$ cat src/rtl/spi_txq_pkg.sv
package spi_txq_pkg;
  localparam int WORD_W  = 16;
  localparam int STAT_W  = 16;
  localparam int LVL_W   = 5;
  localparam int LVL_LSB = 8;
  localparam int ST_OVF  = 0;
  localparam int ST_UDR  = 1;
  localparam int ST_CSA  = 2;
  localparam int ST_SHV  = 3;

  // Packs the host-visible status word; unused bits read zero.
  function automatic logic [STAT_W-1:0] pack_status(
    input logic [LVL_W-1:0] lvl,
    input logic ovf,
    input logic udr,
    input logic csa,
    input logic shv
  );
    logic [STAT_W-1:0] s;
    s = '0;
    s[LVL_LSB +: LVL_W] = lvl;
    s[ST_OVF] = ovf;
    s[ST_UDR] = udr;
    s[ST_CSA] = csa;
    s[ST_SHV] = shv;
    return s;
  endfunction

  // Occupancy from wrap-bit pointers.
  function automatic logic [LVL_W-1:0] ptr_fill(
    input logic [LVL_W-1:0] wp,
    input logic [LVL_W-1:0] rp,
    input logic [LVL_W-1:0] span_mask
  );
    return (wp - rp) & span_mask;
  endfunction
endpackage

$ cat src/rtl/spi_txq_sync.sv
module spi_txq_sync #(
  parameter int       W       = 1,
  parameter logic [0:0] RST_VAL = 1'b0
) (
  input  logic         clk,
  input  logic         rst_n,
  input  logic [W-1:0] async_i,
  output logic [W-1:0] sync_o
);
  logic [W-1:0] stage1;
  logic [W-1:0] stage2;

  always_ff @(posedge clk or negedge rst_n) begin
    if (!rst_n) begin
      stage1 <= {W{RST_VAL}};
      stage2 <= {W{RST_VAL}};
    end else begin
      stage1 <= async_i;
      stage2 <= stage1;
    end
  end

  assign sync_o = stage2;
endmodule

$ cat src/rtl/spi_txq_fifo.sv
module spi_txq_fifo
  import spi_txq_pkg::*;
#(
  parameter int DEPTH = 4,
  parameter int DW    = WORD_W
) (
  input  logic             clk,
  input  logic             rst_n,
  input  logic             run,
  input  logic             push,
  input  logic [DW-1:0]    push_data,
  input  logic             pop,
  output logic [DW-1:0]    head,
  output logic [LVL_W-1:0] level,
  output logic             empty,
  output logic             full,
  output logic             push_ok,
  output logic             drop_full
);
  localparam int IDX_W = (DEPTH > 1) ? $clog2(DEPTH) : 1;
  localparam int PTR_W = IDX_W + 1;
  localparam logic [LVL_W-1:0] SPAN_MASK = LVL_W'((2 * DEPTH) - 1);
  localparam logic [LVL_W-1:0] DEPTH_L   = LVL_W'(DEPTH);

  logic [PTR_W-1:0] wptr;
  logic [PTR_W-1:0] rptr;
  logic [DW-1:0]    slot [DEPTH];
  logic [LVL_W-1:0] fill_raw;

  assign fill_raw  = ptr_fill(LVL_W'(wptr), LVL_W'(rptr), SPAN_MASK);
  assign level     = run ? fill_raw : '0;
  assign empty     = (level == '0);
  assign full      = (level == DEPTH_L);
  assign push_ok   = push & run & ~full;
  assign drop_full = push & run & full;
  assign head      = slot[rptr[IDX_W-1:0]];

  always_ff @(posedge clk or negedge rst_n) begin
    if (!rst_n) begin
      wptr <= '0;
      rptr <= '0;
    end else if (!run) begin
      wptr <= '0;
      rptr <= '0;
    end else begin
      if (push_ok) wptr <= wptr + 1'b1;
      if (pop && !empty) rptr <= rptr + 1'b1;
    end
  end

  for (genvar g = 0; g < DEPTH; g++) begin : g_slot
    always_ff @(posedge clk) begin
      if (push_ok && (wptr[IDX_W-1:0] == IDX_W'(g))) slot[g] <= push_data;
    end
  end
endmodule

$ cat src/rtl/spi_txq_shifter.sv
module spi_txq_shifter
  import spi_txq_pkg::*;
#(
  parameter int DW = WORD_W
) (
  input  logic          clk,
  input  logic          rst_n,
  input  logic          cs_act,
  input  logic          sclk_fall,
  input  logic          q_empty,
  input  logic [DW-1:0] q_head,
  input  logic          load_req,
  output logic          pop,
  output logic          miso,
  output logic          sh_valid,
  output logic [DW-1:0] sh_word,
  output logic          word_done,
  output logic          load_evt,
  output logic          abort_evt,
  output logic          underrun_evt
);
  localparam int CNT_W = $clog2(DW) + 1;
  localparam logic [CNT_W-1:0] LAST = CNT_W'(DW - 1);

  logic [CNT_W-1:0] bit_cnt;
  logic shift_evt;
  logic idle_load;
  logic host_load;
  logic chain_load;

  assign shift_evt    = cs_act & sclk_fall;
  assign word_done    = shift_evt & (bit_cnt == LAST);
  assign abort_evt    = ~cs_act & (bit_cnt != '0);
  assign idle_load    = ~cs_act & ~sh_valid & ~q_empty & ~abort_evt;
  assign host_load    = ~cs_act & load_req & ~q_empty & ~abort_evt;
  assign chain_load   = word_done & ~q_empty;
  assign load_evt     = idle_load | host_load | chain_load;
  assign pop          = load_evt;
  assign underrun_evt = shift_evt & ~sh_valid;
  assign miso         = cs_act & sh_word[DW-1];

  always_ff @(posedge clk or negedge rst_n) begin
    if (!rst_n) begin
      bit_cnt  <= '0;
      sh_valid <= 1'b0;
      sh_word  <= '0;
    end else if (abort_evt) begin
      bit_cnt  <= '0;
      sh_valid <= 1'b0;
      sh_word  <= '0;
    end else if (load_evt) begin
      bit_cnt  <= '0;
      sh_valid <= 1'b1;
      sh_word  <= q_head;
    end else if (shift_evt) begin
      sh_word <= {sh_word[DW-2:0], 1'b0};
      if (word_done) begin
        bit_cnt  <= '0;
        sh_valid <= 1'b0;
      end else begin
        bit_cnt <= bit_cnt + 1'b1;
      end
    end
  end
endmodule

$ cat src/rtl/spi_txq.sv
module spi_txq
  import spi_txq_pkg::*;
#(
  parameter int DEPTH = 4
) (
  input  logic              clk,
  input  logic              rst_n,
  input  logic              host_wr,
  input  logic [WORD_W-1:0] host_wdata,
  input  logic              fifo_run,
  input  logic              load_now,
  input  logic              err_clr,
  output logic [STAT_W-1:0] status,
  input  logic              spi_sclk,
  input  logic              spi_cs_n,
  output logic              spi_miso
);
  logic              sclk_s;
  logic              cs_n_s;
  logic              sclk_prev;
  logic              sclk_fall;
  logic              cs_act;
  logic [WORD_W-1:0] q_head;
  logic [LVL_W-1:0]  q_level;
  logic              q_empty;
  logic              q_full;
  logic              push_ok;
  logic              drop_full;
  logic              pop;
  logic              sh_valid;
  logic [WORD_W-1:0] sh_word;
  logic              word_done;
  logic              load_evt;
  logic              abort_evt;
  logic              underrun_evt;
  logic              ovf_flag;
  logic              udr_flag;

  spi_txq_sync #(.W(1), .RST_VAL(1'b0)) u_sclk_sync (
    .clk(clk), .rst_n(rst_n), .async_i(spi_sclk), .sync_o(sclk_s)
  );

  spi_txq_sync #(.W(1), .RST_VAL(1'b1)) u_cs_sync (
    .clk(clk), .rst_n(rst_n), .async_i(spi_cs_n), .sync_o(cs_n_s)
  );

  always_ff @(posedge clk or negedge rst_n) begin
    if (!rst_n) sclk_prev <= 1'b0;
    else        sclk_prev <= sclk_s;
  end

  assign sclk_fall = sclk_prev & ~sclk_s;
  assign cs_act    = ~cs_n_s;

  spi_txq_fifo #(.DEPTH(DEPTH), .DW(WORD_W)) u_fifo (
    .clk(clk), .rst_n(rst_n), .run(fifo_run),
    .push(host_wr), .push_data(host_wdata), .pop(pop),
    .head(q_head), .level(q_level), .empty(q_empty), .full(q_full),
    .push_ok(push_ok), .drop_full(drop_full)
  );

  spi_txq_shifter #(.DW(WORD_W)) u_shift (
    .clk(clk), .rst_n(rst_n), .cs_act(cs_act), .sclk_fall(sclk_fall),
    .q_empty(q_empty), .q_head(q_head), .load_req(load_now), .pop(pop),
    .miso(spi_miso), .sh_valid(sh_valid), .sh_word(sh_word),
    .word_done(word_done), .load_evt(load_evt), .abort_evt(abort_evt),
    .underrun_evt(underrun_evt)
  );

  // Sticky flags: a new event in the same cycle wins over the clear.
  always_ff @(posedge clk or negedge rst_n) begin
    if (!rst_n) begin
      ovf_flag <= 1'b0;
      udr_flag <= 1'b0;
    end else begin
      if (drop_full)    ovf_flag <= 1'b1;
      else if (err_clr) ovf_flag <= 1'b0;
      if (underrun_evt) udr_flag <= 1'b1;
      else if (err_clr) udr_flag <= 1'b0;
    end
  end

  assign status = pack_status(q_level, ovf_flag, udr_flag, cs_act, sh_valid);
endmodule

$ cat config.mk
export PLATFORM = sky130hd
export DESIGN_NAME = spi_txq
export DESIGN_NICKNAME = d
export VERILOG_FILES = /design/src/rtl/spi_txq_pkg.sv /design/src/rtl/spi_txq_sync.sv /design/src/rtl/spi_txq_fifo.sv /design/src/rtl/spi_txq_shifter.sv /design/src/rtl/spi_txq.sv
export SDC_FILE = /design/constraint.sdc
export NUM_CORES = 1
export LEC_CHECK = 0
export ABC_AREA = 1
export BUFFER_PORTS_ARGS = -buffer_cell sky130_fd_sc_hd__clkbuf_2
export CAP_MARGIN = 25
export CORE_ASPECT_RATIO = 0.5
export CORE_UTILIZATION = 40
export CTS_BUF_LIST = sky130_fd_sc_hd__clkbuf_8
export DETAILED_ROUTE_END_ITERATION = 6
export SYNTH_ARGS = -nofsm -noshare
export SYNTH_HDL_FRONTEND = slang
export SYNTH_SLANG_ARGS = --single-unit
$ cat constraint.sdc
create_clock -name clk -period 4.3 [get_ports clk]
set_clock_uncertainty 0.15 [all_clocks]
set_input_delay 0 -clock clk [delete_from_list [all_inputs] [get_ports clk]]
set_output_delay 0 -clock clk [all_outputs]
set_load 0.005 [all_outputs]
==> impl_results.html <==
<table>
<tr><th>Metric</th><th>Value</th></tr>
<tr><th colspan="2">Clock tree</th></tr>
<tr><td>Deepest clock path buffer count</td><td>2</td></tr>
<tr><td>CTS tree</td><td>done</td></tr>
<tr><td>Total CTS buffers</td><td>9</td></tr>
<tr><td>Cts-stage hold buffer count</td><td>23</td></tr>
<tr><td>Number of clock sinks</td><td>99</td></tr>
<tr><td>Clock slew at reported path FFs</td><td>roughly 0.10 ns</td></tr>
<tr><td>Clock latency on the worst-skew pair</td><td>around 0.37 ns</td></tr>
<tr><td>Post-CTS setup buffers</td><td>0</td></tr>
<tr><td>Root buffer cell</td><td>clkbuf_8</td></tr>
<tr><td>Post-cts gate resize count</td><td>0</td></tr>
<tr><td>H-tree depth reported by CTS</td><td>3</td></tr>
<tr><th colspan="2">Cells and area</th></tr>
<tr><td>Number of diodes</td><td>0</td></tr>
<tr><td>Share of post-route cells with drive strength above 1</td><td>15.1%</td></tr>
<tr><td>Number of nets in the finished design</td><td>492</td></tr>
<tr><td>Most common library cell in the layout ignoring fill and taps</td><td>nand2_1</td></tr>
<tr><td>Layout filler cell count</td><td>between 900 and 1,000</td></tr>
<tr><td>Commonest cells after routing, fill and taps aside</td><td>126 x nand2_1, 64 x edfxtp_1, 35 x a21oi_1</td></tr>
<tr><td>Area overhead of the layout relative to synthesis</td><td>14.8%</td></tr>
<tr><th colspan="2">Power and ir drop</th></tr>
<tr><td>Internal power of the cells</td><td>1.53 mW</td></tr>
<tr><td>Power per unit of standard cell area</td><td>458 mW/mm²</td></tr>
<tr><td>Combinational cell fraction of total power</td><td>about a quarter</td></tr>
<tr><td>Switching part of the total</td><td>approximately a third</td></tr>
<tr><td>Leakage power</td><td>2.23 nW</td></tr>
<tr><td>Sequential fraction of design power</td><td>51.3%</td></tr>
<tr><td>Clock network fraction of design power</td><td>around a quarter</td></tr>
<tr><td>Total Power Consumption</td><td>2.29 mW</td></tr>
<tr><td>Reported net switching power</td><td>0.763 mW</td></tr>
<tr><td>Peak supply drop</td><td>0.174 mV</td></tr>
<tr><th colspan="2">STA</th></tr>
<tr><td>Max-Slew Margin vs Limit</td><td>36.4%</td></tr>
<tr><td>Post-route setup slack</td><td>approximately 1.4 ns</td></tr>
<tr><td>Post-route clock period utilization</td><td>68.2%</td></tr>
<tr><td>Peak Freq</td><td>0.341 GHz</td></tr>
<tr><td>Count of final setup violators</td><td>0</td></tr>
<tr><td>Setup TNS</td><td>0 ns</td></tr>
<tr><td>Fin. max-slew vios</td><td>0</td></tr>
<tr><td>RSZ-0062 raised after global routing</td><td>no</td></tr>
<tr><td>Number of hold-slack violations in the final timing report</td><td>0</td></tr>
<tr><td>Final critical delay including setup and external delays</td><td>approximately 2.9 ns</td></tr>
<tr><td>Slew at the pin closest to its max-slew limit</td><td>0.954 ns</td></tr>
<tr><th colspan="2">Drt</th></tr>
<tr><td>Post-route DRC violation count</td><td>0</td></tr>
<tr><td>Vias after detailed routing</td><td>approximately 2,900</td></tr>
<tr><td>Vias per cell</td><td>4.82</td></tr>
<tr><td>WL/cell</td><td>14.2 µm</td></tr>
<tr><td>Antenna-violating nets left</td><td>0</td></tr>
<tr><td>First-pass DRT Iterations</td><td>4</td></tr>
<tr><td>Drt first-iter violations</td><td>200</td></tr>
<tr><td>Final wirelength</td><td>roughly 8.6 mm</td></tr>
<tr><th colspan="2">Run status</th></tr>
<tr><td>Run status</td><td>finished clean</td></tr>
<tr><th colspan="2">Run</th></tr>
<tr><td>Number of max-cap violations</td><td>0</td></tr>
<tr><th colspan="2">GRT</th></tr>
<tr><td>Global-route usage over all layers</td><td>16.6%</td></tr>
<tr><td>Pin count of the biggest net entering global routing</td><td>36</td></tr>
<tr><td>Global-route met2 utilization</td><td>around a quarter</td></tr>
<tr><td>Global routing met3 resource utilization</td><td>4.25%</td></tr>
<tr><td>Met1 Usage GRT</td><td>between 20% and 30%</td></tr>
<tr><td>Number of antenna violations at the first check in global routing</td><td>0</td></tr>
<tr><td>First-pass GRT wire length</td><td>roughly 14 mm</td></tr>
<tr><td>Vias in the first global route</td><td>2,663</td></tr>
<tr><td>Highest-utilization routing layer at the global route stage</td><td>met2</td></tr>
<tr><td>Total overflow reported by the global router</td><td>0</td></tr>
<tr><th colspan="2">Logic synthesis</th></tr>
<tr><td>Share of the synthesized netlist area taken by xor and xnor gates</td><td>0.201%</td></tr>
<tr><td>Area share of fa/ha/maj cells after synthesis</td><td>2.76%</td></tr>
<tr><td>EDFF count, synth</td><td>64</td></tr>
<tr><td>Dominant combinational cell family by area after synthesis</td><td>simple AND/OR/NAND/NOR gates</td></tr>
<tr><td>Number of library cell types mapped by synthesis</td><td>34</td></tr>
<tr><td>Area share of and/or/nand/nor cells after synthesis</td><td>17.0%</td></tr>
<tr><td>Mux cell area share after synthesis</td><td>0%</td></tr>
<tr><td>Asr flop ratio synth</td><td>35.4%</td></tr>
<tr><td>Post-Syn Area per Cell</td><td>10.6 µm²</td></tr>
<tr><td>Cell count after synthesis</td><td>410</td></tr>
<tr><td>Share of synthesized area occupied by flip-flops and latches</td><td>~64%</td></tr>
<tr><td>Post-Syn Area</td><td>roughly 0.0044 mm²</td></tr>
<tr><td>Synth Area in Compound Gates</td><td>8.65%</td></tr>
<tr><td>Seq cells post-synth</td><td>about 100</td></tr>
<tr><td>Primary FF master, synth</td><td>edfxtp_1</td></tr>
<tr><td>Warning count from the yosys run</td><td>0</td></tr>
<tr><th colspan="2">Hold path</th></tr>
<tr><td>HP Class</td><td>input pin to async pin</td></tr>
<tr><th colspan="2">Critical path</th></tr>
<tr><td>Critical Path Sink Type</td><td>flop</td></tr>
<tr><td>Startpoint type of the worst setup path</td><td>flop</td></tr>
<tr><td>Critical setup path kind</td><td>flop to flop</td></tr>
<tr><td>Required @ worst endpoint</td><td>4.47 ns</td></tr>
<tr><td>Worst endpoint data arrival time</td><td>~3.1 ns</td></tr>
<tr><td>Crit path max fanout</td><td>35</td></tr>
<tr><th colspan="2">Place</th></tr>
<tr><td>Quantity of I/O buffers inserted on ports</td><td>31</td></tr>
<tr><td>DP Worst Slack</td><td>1.39 ns</td></tr>
<tr><td>GP Congestion</td><td>0.760</td></tr>
<tr><td>Placed wire-length estimate</td><td>between 5 and 6 mm</td></tr>
<tr><th colspan="2">Floorplan</th></tr>
<tr><td>Initial Utilization</td><td>42.0%</td></tr>
<tr><td>Placement Rows</td><td>26</td></tr>
<tr><td>Die X</td><td>roughly 150 µm</td></tr>
<tr><td>CORE AREA</td><td>0.0104 mm²</td></tr>
<tr><td>Die Footprint</td><td>between 0.01 and 0.015 mm²</td></tr>
<tr><td>Number of top-level design ports</td><td>~40</td></tr>
<tr><td>Chip Height</td><td>75.8 µm</td></tr>
</table>
## worst max-delay path, cell delays in order (launching register included)
cell and delay (ns):
dfrtp_1 0.34, buf_4 0.33, ha_1 0.21, inv_1 0.05
fa_1 0.46, nand2_1 0.09, inv_2 0.04, nor2_1 0.15
nand2_1 0.12, nand2_4 0.27, nand3_4 0.26, inv_4 0.25
nand2_1 0.08, nand2_1 0.07
## final cells by class
type                       count  area (µm²)  area share [%]
clock buffer                   9         124            2.48
clock inverter                 7        70.1            1.40
inverter                      29         114            2.28
multi-input combinational    259        1280            25.6
sequential                    99        2800            56.0
tap                          140         175            3.50
timing repair buffer          61         438            8.76
## registers in the layout, indices dropped and copies added, names as in the netlist
| name | cells |
|---|---|
| u_fifo.rptr | 3 |
| u_fifo.slot | 64 |
| u_sclk_sync.sync_o | 1 |
| u_cs_sync.stage1 | 1 |
| u_shift.sh_valid | 1 |
| u_cs_sync.sync_o | 1 |
| u_shift.bit_cnt | 5 |
| u_shift.sh_word | 16 |
| u_fifo.wptr | 3 |
| udr_flag | 1 |
| ovf_flag | 1 |
| u_sclk_sync.stage1 | 1 |
| sclk_prev | 1 |
## Yosys cell counts (5+ instances only)
library cell | n | share of area (%)
o21ai_0 | 5 | 0.57
nand3_1 | 24 | 2.8
buf_4 | 15 | 2.6
nand2_1 | 126 | 11
clkbuf_1 | 10 | 0.86
inv_1 | 21 | 1.8
a22oi_1 | 14 | 2.4
a21oi_1 | 35 | 4.0
dfrtp_1 | 33 | 19
edfxtp_1 | 64 | 44
ha_1 | 8 | 2.3
nor2_1 | 15 | 1.3
## per-layer routing
layer | share of wire [%] | vias up
met3 | 5.2 | 5
met5 | 0 | -
met2 | 43 | 72
met4 | 0.62 | 0
li1 | - | 1460
met1 | 52 | 1375
## kinds of logic (layout without fill, tap and decap cells)
logic type / after synthesis / after routing
compound gates: 64 / 64
xor+xnor: 1 / 1
fa+ha+maj: 9 / 9
buf+inv: 60 / 106
flops: 99 / 99
other cells: 1 / 9
simple gates: 176 / 176
## path summary, 6_finish.rpt
path | startpoint | endpoint | slack [ns] | cells past startpoint
worst max-delay path | u_fifo.rptr[0] | u_shift.sh_word[9] | 1.37 | 13
worst min-delay path | rst_n | u_shift.sh_word[6] | 0.13 | 2
worst max register to register | u_fifo.rptr[0] | u_shift.sh_word[9] | 1.37 | 13
worst min register to register | u_sclk_sync.stage1 | u_sclk_sync.sync_o | 0.21 | 0
max in group asynchronous | rst_n | u_shift.sh_valid | 3.30 | 2
min in group clk | spi_cs_n | u_cs_sync.stage1 | 0.13 | 2
## power by group through the flow
stage          Clock [mW]  Combinational [mW]  Sequential [mW]
4_1_cts             0.592               0.540             1.17
3_5_place_dp            0               0.521             1.19
5_1_grt             0.627               0.614             1.19
2_1_floorplan           0               0.420             1.18
3_3_place_gp            0               0.518             1.19
6_report            0.580               0.535             1.18
## stage by stage
step                      cell area [µm²]  utilization [%]  hold WS, ns  std cells
final                                5000             48.2        0.127        604
after global placement               4580             44.1      -0.0509        565
after CTS                            5000             48.2        0.108        604
after global routing                 5000             48.2        0.117        604
after detailed placement             4580             44.1      -0.0528        565
after floorplan                      4390                -       -0.446        418
Note: power is estimated with default switching activity, not from simulation.
